===== src/rtl/voq_pkg.sv =====
package voq_pkg;
  localparam int VOQ_DEF_PORTS = 4;
  localparam int VOQ_DEF_CELLW = 64;
  localparam int VOQ_DEF_SLOTS = 32;

  typedef enum logic [1:0] {
    GNT_NONE  = 2'd0,
    GNT_ONE   = 2'd1,
    GNT_MULTI = 2'd2
  } gnt_kind_e;
endpackage


===== src/rtl/voq_grant_dec.sv =====
module voq_grant_dec #(
  parameter int NPORT = 4,
  parameter int PW    = 2
) (
  input  logic [NPORT-1:0] grant,
  input  logic [NPORT-1:0] nonempty,
  output logic             deq,
  output logic [PW-1:0]    deq_port
);
  import voq_pkg::*;

  gnt_kind_e    kind;
  logic [PW:0]  ones;
  logic [PW-1:0] idx;

  always_comb begin
    ones = '0;
    idx  = '0;
    for (int k = 0; k < NPORT; k++) begin
      if (grant[k]) begin
        ones = ones + 1'b1;
        idx  = idx | PW'(k);
      end
    end
    if (ones == '0)
      kind = GNT_NONE;
    else if (ones == (PW+1)'(1))
      kind = GNT_ONE;
    else
      kind = GNT_MULTI;
  end

  assign deq      = (kind == GNT_ONE) && ((grant & nonempty) != '0);
  assign deq_port = idx;
endmodule


===== src/rtl/voq_freelist.sv =====
module voq_freelist #(
  parameter int NSLOT = 32,
  parameter int SW    = 5,
  parameter int CW    = 6
) (
  input  logic          clk,
  input  logic          rst_n,
  input  logic          pop,
  input  logic          push,
  input  logic [SW-1:0] push_idx,
  output logic [SW-1:0] top_idx,
  output logic          avail
);
  logic [SW-1:0] ring [NSLOT];
  logic [SW-1:0] rd_q, rd_n, wr_q, wr_n;
  logic [CW-1:0] cnt_q, cnt_n;

  function automatic logic [SW-1:0] wrap_inc(input logic [SW-1:0] p);
    return (p == SW'(NSLOT-1)) ? '0 : p + 1'b1;
  endfunction

  always_comb begin
    rd_n  = pop  ? wrap_inc(rd_q) : rd_q;
    wr_n  = push ? wrap_inc(wr_q) : wr_q;
    cnt_n = cnt_q + CW'(push) - CW'(pop);
  end

  always_ff @(posedge clk or negedge rst_n) begin
    if (!rst_n) begin
      rd_q  <= '0;
      wr_q  <= '0;
      cnt_q <= CW'(NSLOT);
    end else begin
      rd_q  <= rd_n;
      wr_q  <= wr_n;
      cnt_q <= cnt_n;
    end
  end

  always_ff @(posedge clk or negedge rst_n) begin
    if (!rst_n) begin
      for (int i = 0; i < NSLOT; i++) ring[i] <= SW'(i);
    end else if (push) begin
      ring[wr_q] <= push_idx;
    end
  end

  assign top_idx = ring[rd_q];
  assign avail   = (cnt_q != '0);
endmodule


===== src/rtl/voq_linkq.sv =====
module voq_linkq #(
  parameter int NPORT = 4,
  parameter int NSLOT = 32,
  parameter int PW    = 2,
  parameter int SW    = 5,
  parameter int CW    = 6
) (
  input  logic             clk,
  input  logic             rst_n,
  input  logic             enq,
  input  logic [PW-1:0]    enq_port,
  input  logic [SW-1:0]    enq_slot,
  input  logic             deq,
  input  logic [PW-1:0]    deq_port,
  output logic [SW-1:0]    head_slot,
  output logic [NPORT-1:0] nonempty
);
  logic [SW-1:0] head_q [NPORT];
  logic [SW-1:0] head_n [NPORT];
  logic [SW-1:0] tail_q [NPORT];
  logic [SW-1:0] tail_n [NPORT];
  logic [CW-1:0] cnt_q  [NPORT];
  logic [CW-1:0] cnt_n  [NPORT];
  logic [SW-1:0] link   [NSLOT];
  logic          link_we;

  always_comb begin
    for (int q = 0; q < NPORT; q++) begin
      logic dq, eq, empty_after;
      dq = deq && (deq_port == PW'(q));
      eq = enq && (enq_port == PW'(q));
      empty_after = (cnt_q[q] == '0) || (dq && (cnt_q[q] == CW'(1)));
      cnt_n[q]  = cnt_q[q] + CW'(eq) - CW'(dq);
      head_n[q] = head_q[q];
      tail_n[q] = tail_q[q];
      if (eq && empty_after)
        head_n[q] = enq_slot;
      else if (dq)
        head_n[q] = link[head_q[q]];
      if (eq)
        tail_n[q] = enq_slot;
    end
  end

  // chain the new slot behind the old tail only if that tail stays live
  always_comb begin
    link_we = 1'b0;
    if (enq) begin
      if (deq && (deq_port == enq_port))
        link_we = (cnt_q[enq_port] > CW'(1));
      else
        link_we = (cnt_q[enq_port] != '0);
    end
  end

  always_ff @(posedge clk or negedge rst_n) begin
    if (!rst_n) begin
      for (int q = 0; q < NPORT; q++) begin
        head_q[q] <= '0;
        tail_q[q] <= '0;
        cnt_q[q]  <= '0;
      end
    end else begin
      for (int q = 0; q < NPORT; q++) begin
        head_q[q] <= head_n[q];
        tail_q[q] <= tail_n[q];
        cnt_q[q]  <= cnt_n[q];
      end
    end
  end

  always_ff @(posedge clk) begin
    if (link_we) link[tail_q[enq_port]] <= enq_slot;
  end

  assign head_slot = head_q[deq_port];

  genvar g;
  generate
    for (g = 0; g < NPORT; g++) begin : g_ne
      assign nonempty[g] = (cnt_q[g] != '0);
    end
  endgenerate
endmodule


===== src/rtl/voq_cellmem.sv =====
module voq_cellmem #(
  parameter int NSLOT  = 32,
  parameter int CELL_W = 64,
  parameter int SW     = 5
) (
  input  logic              clk,
  input  logic              we,
  input  logic [SW-1:0]     waddr,
  input  logic [CELL_W-1:0] wdata,
  input  logic [SW-1:0]     raddr,
  output logic [CELL_W-1:0] rdata
);
  logic [CELL_W-1:0] store [NSLOT];

  always_ff @(posedge clk) begin
    if (we) store[waddr] <= wdata;
  end

  assign rdata = store[raddr];
endmodule


===== src/rtl/voq_buf.sv =====
module voq_buf #(
  parameter int NPORT  = voq_pkg::VOQ_DEF_PORTS,
  parameter int CELL_W = voq_pkg::VOQ_DEF_CELLW,
  parameter int NSLOT  = voq_pkg::VOQ_DEF_SLOTS,
  localparam int PW    = (NPORT > 1) ? $clog2(NPORT) : 1,
  localparam int SW    = (NSLOT > 1) ? $clog2(NSLOT) : 1,
  localparam int CW    = $clog2(NSLOT + 1)
) (
  input  logic              clk,
  input  logic              rst_n,
  input  logic              in_valid,
  input  logic [PW-1:0]     in_port,
  input  logic [CELL_W-1:0] in_cell,
  output logic              in_ready,
  output logic [NPORT-1:0]  req,
  input  logic [NPORT-1:0]  grant,
  output logic              out_valid,
  output logic [PW-1:0]     out_port,
  output logic [CELL_W-1:0] out_cell
);
  logic          enq, deq;
  logic [PW-1:0] deq_port;
  logic [SW-1:0] free_slot, head_slot;

  assign enq = in_valid && in_ready;

  voq_grant_dec #(.NPORT(NPORT), .PW(PW)) u_gnt (
    .grant    (grant),
    .nonempty (req),
    .deq      (deq),
    .deq_port (deq_port)
  );

  voq_freelist #(.NSLOT(NSLOT), .SW(SW), .CW(CW)) u_free (
    .clk      (clk),
    .rst_n    (rst_n),
    .pop      (enq),
    .push     (deq),
    .push_idx (head_slot),
    .top_idx  (free_slot),
    .avail    (in_ready)
  );

  voq_linkq #(.NPORT(NPORT), .NSLOT(NSLOT), .PW(PW), .SW(SW), .CW(CW)) u_lq (
    .clk       (clk),
    .rst_n     (rst_n),
    .enq       (enq),
    .enq_port  (in_port),
    .enq_slot  (free_slot),
    .deq       (deq),
    .deq_port  (deq_port),
    .head_slot (head_slot),
    .nonempty  (req)
  );

  voq_cellmem #(.NSLOT(NSLOT), .CELL_W(CELL_W), .SW(SW)) u_mem (
    .clk   (clk),
    .we    (enq),
    .waddr (free_slot),
    .wdata (in_cell),
    .raddr (head_slot),
    .rdata (out_cell)
  );

  assign out_valid = deq;
  assign out_port  = deq_port;
endmodule


===== config.mk =====
export PLATFORM = sky130hd
export DESIGN_NAME = voq_buf
export DESIGN_NICKNAME = d
export VERILOG_FILES = /design/src/rtl/voq_pkg.sv /design/src/rtl/voq_grant_dec.sv /design/src/rtl/voq_freelist.sv /design/src/rtl/voq_linkq.sv /design/src/rtl/voq_cellmem.sv /design/src/rtl/voq_buf.sv
export SDC_FILE = /design/constraint.sdc
export NUM_CORES = 2
export LEC_CHECK = 0
export BUFFER_PORTS_ARGS = -buffer_cell sky130_fd_sc_hd__buf_2
export CAP_MARGIN = 20
export CORE_ASPECT_RATIO = 1.1
export CORE_MARGIN = 10
export CORE_UTILIZATION = 45
export CTS_CLUSTER_SIZE = 14
export DETAILED_ROUTE_END_ITERATION = 10
export HOLD_SLACK_MARGIN = 0.03
export PLACE_DENSITY = 0.65
export RECOVER_POWER = 100
export SYNTH_ARGS = -nofsm -noshare
export SYNTH_HDL_FRONTEND = slang
export SYNTH_HIERARCHICAL = 1
export SYNTH_SLANG_ARGS = --single-unit

===== constraint.sdc =====
create_clock -name clk -period 9.9 [get_ports clk]
set_clock_uncertainty 0.2 [all_clocks]
set_input_delay 0.495 -clock clk [delete_from_list [all_inputs] [get_ports clk]]
set_output_delay 0.495 -clock clk [all_outputs]
set_load 0.03 [all_outputs]

==> out/results.tsv <==
stage	metric	value	unit
timing	Hold WS	144	ps
setup_path	reg-to-reg critical path endpoint	u_mem/store[22][24]$_DFFE_PP_	
setup_path	cell mode on critical path	clkbuf_1	
floorplanning	core region area	221000	um2
floorplanning	Top-Level Pins	145	
timing	Setup violations, final	0	
synth	post-synthesis mux area share	21.8	%
synth	xor/xnor share of the synthesized area	0.183	%
pwr	P_leak	36.0	nW
floorplanning	area of the die	242000	um2
synth	syn avg cell area	21.7	um2
synth	Post-Synth Adder-Cell Area	0.723	%
setup_path	worst setup path startpoint	u_free/rd_q[0]$_DFFE_PN0P_	
routing	Residual DRC	0	
synth	sequential element share of the synthesized area	72.2	%
run	max cap viols	30	
finish	area delta synth->final	12.3	%
synth	Yosys reg bits	2448	
status	failing checks	max-capacitance violations, max-slew violations	
global_routing	antenna violations before repair	17	
finish	Layout Nets	5063	
clock_tree	post_cts resized	0	
setup_path	cell count along the critical path	8	
synth	post-synthesis compound-gate area fraction	1.83	%
clock_tree	clock buffer count from CTS	238	
synth	Post-Syn Instances	4631	
place	PortBufs	144	
timing	FMAX	125	MHz
setup_path	CP delay by family, top	buffers and inverters	
clock_tree	clk_lat worst skew	880	ps
setup_path	r2r setup slk	1870	ps
timing	Slew HR	-330	%
setup_path	Worst Setup EP	u_mem/store[22][24]$_DFFE_PP_	
clock_tree	H-tree depth	4	
synth	Syn Nets	4759	
synth	Yosys warning count	6	
clock_tree	Post-CTS Hold Fix Bufs	66	
setup_path	critical path arrival	8270	ps
setup_path	Worst path slowest cell	clkbuf_1	
timing	fin. max-slew vios	1042	
timing	Hold Vio Cnt, Final	0	
timing	Worst-Margin Slew	6450	ps
synth	Distinct cells, synth	73	
synth	Synth Flop Type	edfxtp_1	
routing	DR vias	49800	
place	Routability Congestion	0.870	
setup_path	Crit Path Class	reg2reg	
clock_tree	worst-case clock buffer depth	3	
status	status	finished with violations	
routing	Iter 0 DRT Violations	5291	
pwr	Max VDD drop	315	uV
floorplanning	Rows	181	
routing	Routed WL per cell	30.7	um
place	Inst Count DP	7556	
global_routing	total gr overflow	0	
floorplanning	Die Width	470	um
floorplanning	Initial Util	45.3	%
global_routing	pin count of the biggest net entering global routing	149	
setup_path	Worst path max stage delay	1740	ps
global_routing	first-pass GRT wire length	362	mm
clock_tree	CTS tree	done	
synth	count of flip-flops with a built-in enable after synthesis	2208	
synth	FFs w/ async S/R, synth	9.80	%
finish	share of layout cells above drive strength 1	31.3	%
clock_tree	Post-CTS Setup Repair Bufs	0	
synth	Post-Synth Simple-Gate Area	1.72	%
routing	drt first pass iters	5	
setup_path	CP startpoint kind	flip-flop	
synth	Mapped Area	100000	um2
timing	final worst-path cycle share	81.1	%
routing	Post-Route WL	248	mm
setup_path	worst path cell trace	clkbuf_1 -> mux4_1 -> a211oi_1 -> a21oi_4 -> buf_4 -> nand3b_1 -> nor2_1 -> clkbuf_1	
global_routing	number of global-route vias before repair	50700	
setup_path	Reg2Reg Launch Point	u_free/rd_q[0]$_DFFE_PN0P_	
setup_path	R2R depth	8	
timing	Post-Route Setup TNS	0	ps
worst_hold_path	Hold WC Path Type	in2reg	
timing	minimum clock period	8030	ps
global_routing	GRT Resource Usage Total	20.2	%
place	hpwl dp	135	mm
timing	RSZ-0062 raised after global routing	false	
clock_tree	clk slew on worst S/H paths	60	ps
clock_tree	clk sinks	2448	
routing	ANT nets after route	0	
routing	vias per cell	6.18	
clock_tree	Root Buffer	clkbuf_16	
synth	largest family of logic cells by synthesized area	multiplexers	
setup_path	crit path buf inv count	3	
finish	Finished Layout Cells	8067	
setup_path	WP data required	10130	ps
pwr	power density over the cells	304	nW/um2
setup_path	Worst Path Max Fanout	44	
floorplanning	Die Height	515	um
setup_path	endpoint class of the critical path	flip-flop	
cell type report:
type | count | area (um2)
multi-input combinational | 1851 | 26600
clock buffer | 301 | 6330
antenna | 5 | 12.5
tap | 2928 | 3660
timing repair buffer | 324 | 2130
clock inverter | 138 | 1240
sequential | 2448 | 72400
inverter | 72 | 270
fill | 17400 | 109000
where the power goes:
part,switching (mW),total (mW),internal (mW)
sequential,0.549,13.4,12.9
combinational,6.97,12.0,4.99
clock,3.83,8.83,5.00
registers in the layout, indices dropped and copies added, names as in the netlist:
signal / flops
u_mem/store: 2048
u_free/ring: 160
u_lq/link: 160
u_lq/cnt_q: 24
u_lq/head_q: 20
u_lq/tail_q: 20
u_free/cnt_q: 6
u_free/rd_q: 5
u_free/wr_q: 5
metal layers:
| layer | vias to the layer above | routed length, um | track usage, % |
|---|---|---|---|
| met4 | 12 | 6360 | 5.57 |
| met3 | 401 | 18600 | 3.83 |
| li1 | 20200 | - | - |
| met1 | 27100 | 100000 | 27.7 |
| met5 | - | 80 | 0 |
| met2 | 2133 | 123000 | 33.1 |
synth_stat cells (all sizes together), types with 10 or more instances:
cell type	count	area share [%]
a211oi	21	0.17
a21oi	41	0.20
a221oi	30	0.26
a22o	10	0.087
a22oi	22	0.16
buf	162	0.92
clkbuf	98	0.37
dfrtp	159	4.0
dfstp	81	2.1
edfxtp	2208	66
ha	50	0.62
inv	70	0.26
mux2	262	2.9
mux2i	119	1.2
mux4	785	18
nand2	72	0.27
nand3	21	0.11
nand3b	23	0.17
nor2	108	0.40
nor2b	21	0.13
nor3	47	0.24
o211ai	10	0.075
o21ai	41	0.20
o221ai	13	0.11
o22ai	15	0.094
xnor2	10	0.087
xor2	11	0.096
how the worst min path moves through the flow:
stage	from	to	slack, ps	cells past startpoint
floorplan	rst_n	u_free/cnt_q[0]$_DFF_PN0_	-0.6	0
global placement	u_lq/tail_q[3]$_DFFE_PN0N_	u_lq/tail_q[3]$_DFFE_PN0N_	260	2
detailed placement	u_lq/tail_q[12]$_DFFE_PN0P_	u_lq/tail_q[12]$_DFFE_PN0P_	260	2
CTS	in_port[1]	u_lq/tail_q[3]$_DFFE_PN0N_	60	3
global route	in_port[1]	u_lq/tail_q[3]$_DFFE_PN0N_	130	3
finish	in_port[1]	u_lq/tail_q[3]$_DFFE_PN0N_	140	3
kinds of logic (layout without fill, tap and decap cells):
group           after synthesis  count (layout)
mux                        1166            1166
compound gates              259             259
xor+xnor                     21              21
other cells                   0               5
fa+ha+maj                    55              55
buf+inv                     332             835
simple gates                350             350
flops                      2448            2448
placed cells by master (no fill, tap or decap), drive strengths merged, types with 72 or more instances in the layout:
master and instances:
mux2 262, edfxtp 2208, inv 80, buf 112
nor2 108, mux2i 119, nand2 72, dfrtp 159
clkbuf 447, mux4 785, clkinv 103, dfstp 81
tightest hold or removal path: stages:
cell,delay (ps)
buf_2,230
nand3_2,300
o21ai_0,130
per-stage QoR:
stage | power (mW) | worst slack [ps] | area, um2 | util [%]
floorplan | 21.8 | 2590 | 100000 | -
global placement | 25.6 | 3720 | 105000 | 47.3
detailed placement | 25.8 | 3580 | 105000 | 47.3
CTS | 34.6 | 3020 | 113000 | 51.0
global route | 35.6 | 1430 | 113000 | 50.8
finish | 34.2 | 1870 | 113000 | 50.9
(Power assumes the default switching activity.)
